File: src/rtl/usb_bsm_pkg.sv
package usb_bsm_pkg;
  typedef enum logic [1:0] {
    LS_SE0 = 2'b00,
    LS_J   = 2'b01,
    LS_K   = 2'b10,
    LS_ILL = 2'b11
  } line_e;

  localparam int NUM_DET   = 4;
  localparam int DET_SHORT = 0;
  localparam int DET_LONG  = 1;
  localparam int DET_SE0   = 2;
  localparam int DET_RSM   = 3;

  localparam int BIT_DMA = 2;
  localparam int BIT_EOP = 3;
  localparam int BIT_SD_SHORT = 4;
  localparam int BIT_SD_LONG  = 5;
  localparam int BIT_BUSRST   = 6;
  localparam int BIT_RESUME   = 7;

  localparam logic [7:0] EVT_VALID = 8'hFC;
endpackage

File: src/rtl/usb_bsm_dur_det.sv
module usb_bsm_dur_det #(
  parameter int THRESH = 120
) (
  input  logic clk,
  input  logic rst_n,
  input  logic qual,
  input  logic en,
  output logic fire
);
  localparam int CW = (THRESH < 2) ? 1 : $clog2(THRESH + 1);
  localparam logic [CW-1:0] LIMIT = CW'(THRESH);
  localparam logic [CW-1:0] LAST  = CW'(THRESH - 1);

  logic [CW-1:0] cnt_q;

  always_ff @(posedge clk) begin
    if (!rst_n)                        cnt_q <= '0;
    else if (!qual)                    cnt_q <= '0;
    else if (en && (cnt_q != LIMIT))   cnt_q <= cnt_q + 1'b1;
  end

  assign fire = qual && en && (cnt_q == LAST);
endmodule

File: src/rtl/usb_bsm_evt_reg.sv
module usb_bsm_evt_reg
  import usb_bsm_pkg::*;
(
  input  logic       clk,
  input  logic       rst_n,
  input  logic [7:0] set_vec,
  input  logic       rd,
  input  logic       mask_wr,
  input  logic [7:0] mask_wdata,
  output logic [7:0] flags,
  output logic [7:0] mask,
  output logic       alt
);
  logic [7:0] flags_q, mask_q;

  always_ff @(posedge clk) begin
    if (!rst_n) flags_q <= '0;
    else        flags_q <= ((rd ? 8'h00 : flags_q) | set_vec) & EVT_VALID;
  end

  always_ff @(posedge clk) begin
    if (!rst_n)       mask_q <= '0;
    else if (mask_wr) mask_q <= mask_wdata & EVT_VALID;
  end

  assign flags = flags_q;
  assign mask  = mask_q;
  assign alt   = |(flags_q & mask_q);
endmodule

File: src/rtl/usb_bus_state_monitor.sv
module usb_bus_state_monitor
  import usb_bsm_pkg::*;
#(
  parameter int IDLE_SHORT_CYC = 144000,
  parameter int IDLE_LONG_CYC  = 240000,
  parameter int SE0_CYC        = 120
) (
  input  logic       clk,
  input  logic       rst_n,
  input  logic       clk48_en,
  input  logic [1:0] line_state,
  input  logic       node_suspended,
  input  logic       eop_pulse,
  input  logic       dma_pulse,
  input  logic       evt_rd,
  output logic [7:0] evt_rdata,
  input  logic       mask_wr,
  input  logic [7:0] mask_wdata,
  output logic [7:0] mask_rdata,
  output logic       alt_evt
);
  logic is_idle, is_se0;
  logic [NUM_DET-1:0] qual, fire;
  logic [7:0] set_vec;

  assign is_idle = (line_state == LS_J);
  assign is_se0  = (line_state == LS_SE0);

  assign qual[DET_SHORT] = is_idle;
  assign qual[DET_LONG]  = is_idle;
  assign qual[DET_SE0]   = is_se0;
  assign qual[DET_RSM]   = node_suspended && !is_idle;

  for (genvar g = 0; g < NUM_DET; g++) begin : g_det
    localparam int TH = (g == DET_SHORT) ? IDLE_SHORT_CYC :
                        (g == DET_LONG)  ? IDLE_LONG_CYC  :
                        (g == DET_SE0)   ? SE0_CYC        : 1;
    usb_bsm_dur_det #(.THRESH(TH)) u_det (
      .clk  (clk),
      .rst_n(rst_n),
      .qual (qual[g]),
      .en   (clk48_en),
      .fire (fire[g])
    );
  end

  always_comb begin
    set_vec               = '0;
    set_vec[BIT_DMA]      = dma_pulse;
    set_vec[BIT_EOP]      = eop_pulse;
    set_vec[BIT_SD_SHORT] = fire[DET_SHORT];
    set_vec[BIT_SD_LONG]  = fire[DET_LONG];
    set_vec[BIT_BUSRST]   = fire[DET_SE0];
    set_vec[BIT_RESUME]   = fire[DET_RSM];
  end

  usb_bsm_evt_reg u_evt (
    .clk       (clk),
    .rst_n     (rst_n),
    .set_vec   (set_vec),
    .rd        (evt_rd),
    .mask_wr   (mask_wr),
    .mask_wdata(mask_wdata),
    .flags     (evt_rdata),
    .mask      (mask_rdata),
    .alt       (alt_evt)
  );
endmodule

File: config.mk
export PLATFORM = sky130hd
export DESIGN_NAME = usb_bus_state_monitor
export DESIGN_NICKNAME = d
export VERILOG_FILES = /design/src/rtl/usb_bsm_pkg.sv /design/src/rtl/usb_bsm_dur_det.sv /design/src/rtl/usb_bsm_evt_reg.sv /design/src/rtl/usb_bus_state_monitor.sv
export SDC_FILE = /design/constraint.sdc
export NUM_CORES = 1
export LEC_CHECK = 0
export BUFFER_PORTS_ARGS = -buffer_cell sky130_fd_sc_hd__buf_2
export CAP_MARGIN = 10
export CORE_MARGIN = 2
export CORE_UTILIZATION = 46
export CTS_BUF_LIST = sky130_fd_sc_hd__clkbuf_4
export CTS_CLUSTER_DIAMETER = 150
export DETAILED_ROUTE_END_ITERATION = 6
export PLACE_DENSITY = 0.67
export SYNTH_ARGS = -nofsm -noshare
export SYNTH_HDL_FRONTEND = slang
export SYNTH_SLANG_ARGS = --single-unit
File: constraint.sdc
create_clock -name clk -period 4.2 [get_ports clk]
set_input_delay 0.84 -clock clk [delete_from_list [all_inputs] [get_ports clk]]
set_output_delay 0.84 -clock clk [all_outputs]
set_load 0.02 [all_outputs]
# Yosys cells after proc, flatten, opt, wreduce, memory -nomap -nowiden
# Cells that the tools add are included.
[word_totals] reg_bits=58 input_bits=18 output_inout_bits=17 elab_cells=40
[classes] n_addsub=4 n_eq_ne=7 muxes=1 n_bitwise=3 reduce_logical=18
[ops] operator="adder 18 x 1 -> 18 bit, second input constant" n=2
[ops] operator="equality test 18 bit, second input constant" n=2
[ops] operator="inequality test 18 bit, second input constant" n=2
[ops] operator="logical AND 1 bit" n=12
[ops] operator="AND 8 bit" n=1
[ops] operator="two-way mux 8 bit" n=1
[ops] operator="OR 8 bit" n=1
[ops] operator="OR reduction 8 bit" n=1
[ops] operator="adder 7 x 1 -> 7 bit, second input constant" n=1
[ops] operator="equality test 7 bit, second input constant" n=1
[ops] operator="inequality test 7 bit, second input constant" n=1
[ops] operator="AND reduction 2 bit" n=3
[ops] operator="equality test 2 x 1 -> 1 bit, second input constant" n=1
[ops] operator="zero test 2 bit" n=1
[ops] operator="adder 1 bit, second input constant" n=1
[ops] operator="zero test 1 bit" n=1
[ops] operator="inverter 1 bit" n=1

# Logic depth before layout (Yosys ltp)
[depth] word_depth=6 depth_mapped=6

# Hierarchy
# Synthesis repeated with hierarchy kept, for this count alone.
[hier_totals] cells_unflattened=305 hier_area_um2=2742.6
[modules_own_cells] module="usb_bsm_dur_det at g_det[0].u_det" n_inst=1 cells_each=109 area_each_um2=949.7 seq_area_each_um2=360.3
[modules_own_cells] module="usb_bsm_dur_det at g_det[1].u_det" n_inst=1 cells_each=100 area_each_um2=869.6 seq_area_each_um2=360.3
[modules_own_cells] module="usb_bsm_evt_reg" n_inst=1 cells_each=47 area_each_um2=498.0 seq_area_each_um2=240.2
[modules_own_cells] module="usb_bsm_dur_det at g_det[2].u_det" n_inst=1 cells_each=42 area_each_um2=355.3 seq_area_each_um2=140.1
[modules_own_cells] module="usb_bsm_dur_det at g_det[3].u_det" n_inst=1 cells_each=3 area_each_um2=40.0 seq_area_each_um2=20.0
[modules_own_cells] module="usb_bus_state_monitor" n_inst=1 cells_each=4 area_each_um2=30.0 seq_area_each_um2=0.0

# Least setup slack after synthesis
# OpenSTA, ideal clock, no wires.
[synth_path] kind="input to register" start="in clk48_en" end="reg g_det[0].u_det.cnt_q[14]" setup_ps=70 t_arrival_ps=1787 required_ps=4130 slack_ps=2344 path_stages=5 n_path_buf=1 path_cell_list="clkbuf_8 and2_1 nand2_1 or4_1 a21oi_1"
[synth_between] elab_chain_len=1
[synth_rtl] item="start: declaration" line_no="usb_bus_state_monitor.sv:10" rtl="input logic clk48_en,"
[synth_rtl] item="logical AND 1 bit" line_no="usb_bsm_dur_det.sv:19" rtl="else if (en && (cnt_q != LIMIT)) cnt_q <= cnt_q + 1'b1;"
[synth_rtl] item="end signal: assignment" line_no="usb_bsm_dur_det.sv:19"
[synth_rtl] item="end: declaration" line_no="usb_bsm_dur_det.sv:14" rtl="logic [CW-1:0] cnt_q;"
# No other way between the ends.
# A chain may end at the register's enable or synchronous reset.

# Worst setup path after layout
[layout_path] start="in rst_n" end="reg g_det[0].u_det.cnt_q[2]"
[layout_between] elab_chain_len=1
[layout_rtl] item="start: declaration" line_no="usb_bus_state_monitor.sv:9" rtl="input logic rst_n,"
[layout_rtl] item="AND reduction 2 bit (no line)"
# No other way between the ends.

==> impl_results.md <==
* Share of layout cells above drive strength 1 at 13.9%
* First-pass GRT wire length at 8580 microns
* Worst path required time at 4.53 ns
* Starting density of the core at a little under half
* Finished Core Util at between 50% and 60%
* Grt ovf at 0
* Final ANT Viol Nets at 0
* Final TNS setup at 0 ns
* Flop-to-flop setup slack at 2.34 ns
* Detailed-route via count at 2226
* First drt pass iteration count at 4
* Pwr Total at 906 uW
* Nets at 360
* Outcome: finished clean
* Worst reg2reg startpoint: g_det[1].u_det.cnt_q[2]
* DRC at 0
* Crit-path max FO at 16
* DRT iter0 DRCs at about 130
* Maximum vdd drop at 143 uV
* Die Y at about 81 microns
* Detailed-route wire length per cell at around 13 microns
* Leak at ~0.0011 uW
* Post-CTS setup buffer count at 0
* Skew final at between 0.015 and 0.02 ns
* Hold Path Depth at 2
* Crit path time final at 2.04 ns
* Final worst path period share at 48.6%
* Pre-CTS setup slack at 1.75 ns
* Synth Warn # at 0
* Worst hold path class: flop to flop
* Clock sink total at 56
* Die Area at 6600 sq um
* Critical path endpoint category: flop
* Hold-fix buffers at CTS at 0
* # diodes at 0
* Slew Limit Headroom at about 54%
* Critical path startpoint category: primary input
* CTS tree: built
* Final WL at 5220 microns
* Clock Pin Slew Worst Setup and Hold Paths at 0.17 ns
* DR vias/cell at 5.40
* Global Route Usage Sum at 16.4%
* Largest net degree at the start of global routing at 19
* Crit path DAT at 2.37 ns
* Worst r2r path cells at 4
* Bufs on Longest Clock Path at 2
* GPL Wtd Cong at 0.788
* Fillcell total at 569
* Worst Hold Launch: u_evt.flags[4]
* Yosys reg bits at between 50 and 60
* Clk Tree Root Cell: clkbuf_4
* Mapped Cells at approximately 310
* R2R Path End: g_det[1].u_det.cnt_q[17]
* Final hold violation count at 0
* CTS H-Tree Depth at 2
* Post-cts sizing count at 0
* Critical path class: primary input to flop
* Clock latency on the worst-skew pair at 0.39 ns
* Avg Cell Area, Syn at approximately 8.8 sq um
* Endpoint, Worst Hold: u_evt.flags[4]
* Die extent in x at ~80 microns
* Top FF cell, synth: dfxtp_1
* Core box area at 5850 sq um
* Fmax at 0.490 GHz
* Number of buffers created by CTS at 5
* Worst slew pin tran at 0.692 ns
* Final Setup Violations at 0
* RSZ-0062 raised after global routing: false
* Row cnt at 28
* Fin. max-slew vios at 0
* Ys async rst share at 0%
* Ports at 35
* Sequential share of the synthesized area at 40.9%
* Max-cap viol count at 0
* PortBufs at 28
* Worst Setup Slack, final at roughly 2.2 ns
* PD cells at 303 nW/um^2
* Vias in the first global route at 1922
* Post-synth EDFFs at 0
* Post-Syn Area at 2740 sq um
* DP HPWL at 3700 microns
* Synth unique cells at 50
* Antenna violations before repair at 0
* Area grow syn2layout at 8.98%
-- flip-flops by register name, indices dropped and copies added, names as in the netlist --
register / count
u_evt.flags: 6
g_det.u_det.cnt_q: 44
u_evt.mask: 6
-- worst max-delay path by stage --
stage	depth (start not counted)	slack, ns	endpoint	from
final	5	2.16	g_det[0].u_det.cnt_q[2]	rst_n
after global routing	5	2.06	g_det[0].u_det.cnt_q[2]	rst_n
after CTS	3	2.14	alt_evt	u_evt.flags[5]
after detailed placement	5	1.75	g_det[0].u_det.cnt_q[2]	rst_n
after global placement	5	1.80	g_det[0].u_det.cnt_q[2]	rst_n
after floorplan	5	2.34	g_det[0].u_det.cnt_q[14]	clk48_en
-- power by group --
group	total (uW)	internal, uW	switching, uW
Sequential	543	538	4.85
Combinational	54.7	21.0	33.7
Clock	308	135	173
Total	906	694	212
-- cell usage after synthesis, types with 2 or more instances --
| cell | count | area, sq um |
|---|---|---|
| or4b_1 | 2 | 20.0 |
| buf_4 | 4 | 30.0 |
| a22oi_1 | 3 | 22.5 |
| and3_1 | 6 | 37.5 |
| nand2_1 | 32 | 120 |
| nor2_1 | 25 | 93.8 |
| or4_1 | 5 | 37.5 |
| nor3_1 | 2 | 10.0 |
| inv_1 | 8 | 30.0 |
| nand2b_1 | 4 | 25.0 |
| and4_1 | 3 | 26.3 |
| and3_2 | 2 | 15.0 |
| or3_1 | 10 | 62.6 |
| nor2b_1 | 9 | 56.3 |
| clkbuf_1 | 8 | 30.0 |
| a2111o_1 | 2 | 22.5 |
| nor4_1 | 4 | 25.0 |
| a21boi_1 | 3 | 22.5 |
| o21ai_0 | 15 | 75.1 |
| xor2_1 | 12 | 105 |
| nand4b_1 | 4 | 35.0 |
| a21oi_1 | 15 | 75.1 |
| and2_1 | 3 | 18.8 |
| xnor2_1 | 7 | 61.3 |
| nand3_1 | 14 | 70.1 |
| mux2i_1 | 12 | 120 |
| o31ai_1 | 4 | 30.0 |
| o21a_1 | 2 | 15.0 |
| ha_1 | 6 | 75.1 |
| dfxtp_1 | 56 | 1120 |
| nand4_1 | 11 | 68.8 |
-- routing by layer --
layer,vias up,track usage (%),share of wire (%),routed length (microns)
met5,-,0,0,0
met2,30,25.6,45,2370
met1,1027,21.9,50,2600
li1,1158,-,-,-
met3,11,3.22,2.6,134
met4,0,7.46,2.1,107
-- logic make-up (layout without fill, tap and decap cells) --
logic type	count (synthesis)	after routing	share of synthesized area (%)
other cells	1	4	0.137
fa+ha+maj	6	6	2.74
xor+xnor	19	19	6.06
simple gates	146	146	30.2
buf+inv	23	45	4.38
mux	13	13	4.79
flops	56	56	40.9
compound gates	48	48	10.9
-- area by class of cell --
cell class                 instances  area, sq um  area share, %
tap                               75         93.8           3.14
multi-input combinational        236         1510           50.6
clock buffer                       6         45.0           1.51
clock inverter                     2         38.8           1.30
sequential                        56         1120           37.5
timing repair buffer              29          148           4.94
inverter                           8         30.0           1.00
-- per-stage QoR --
stage          std cells  cell area [sq um]  hold slack [ns]
2_1_floorplan        315               2760            0.445
3_3_place_gp         404               2910            0.457
3_5_place_dp         404               2910            0.477
4_1_cts              412               2990            0.498
5_1_grt              412               2990            0.524
6_report             412               2990            0.498
-- critical path, cell delays in order --
cell and delay [ns]:
buf_2 0.22, nand3b_1 0.52, buf_4 0.41, a2111o_1 0.30
o21ai_0 0.08
-- cell usage in the layout, fill, tap and decap left out, types with 2 or more instances in the layout --
cell type and n:
dfxtp_1 56, nand2_1 32, buf_2 28, nor2_1 25
a21oi_1 15, o21ai_0 15, nand3_1 14, xor2_1 12
mux2i_1 12, nand4_1 11, or3_1 10, nor2b_1 9
inv_1 8, xnor2_1 7, and3_1 6, ha_1 6
clkbuf_4 6, or4_1 5, o31ai_1 4, nor4_1 4
nand4b_1 4, nand2b_1 4, conb_1 4, a22oi_1 3
and4_1 3, and2_1 3, a21boi_1 3, and3_2 2
a2111o_1 2, nor3_1 2, or4b_1 2, o21a_1 2
(Power assumes the default switching activity.)
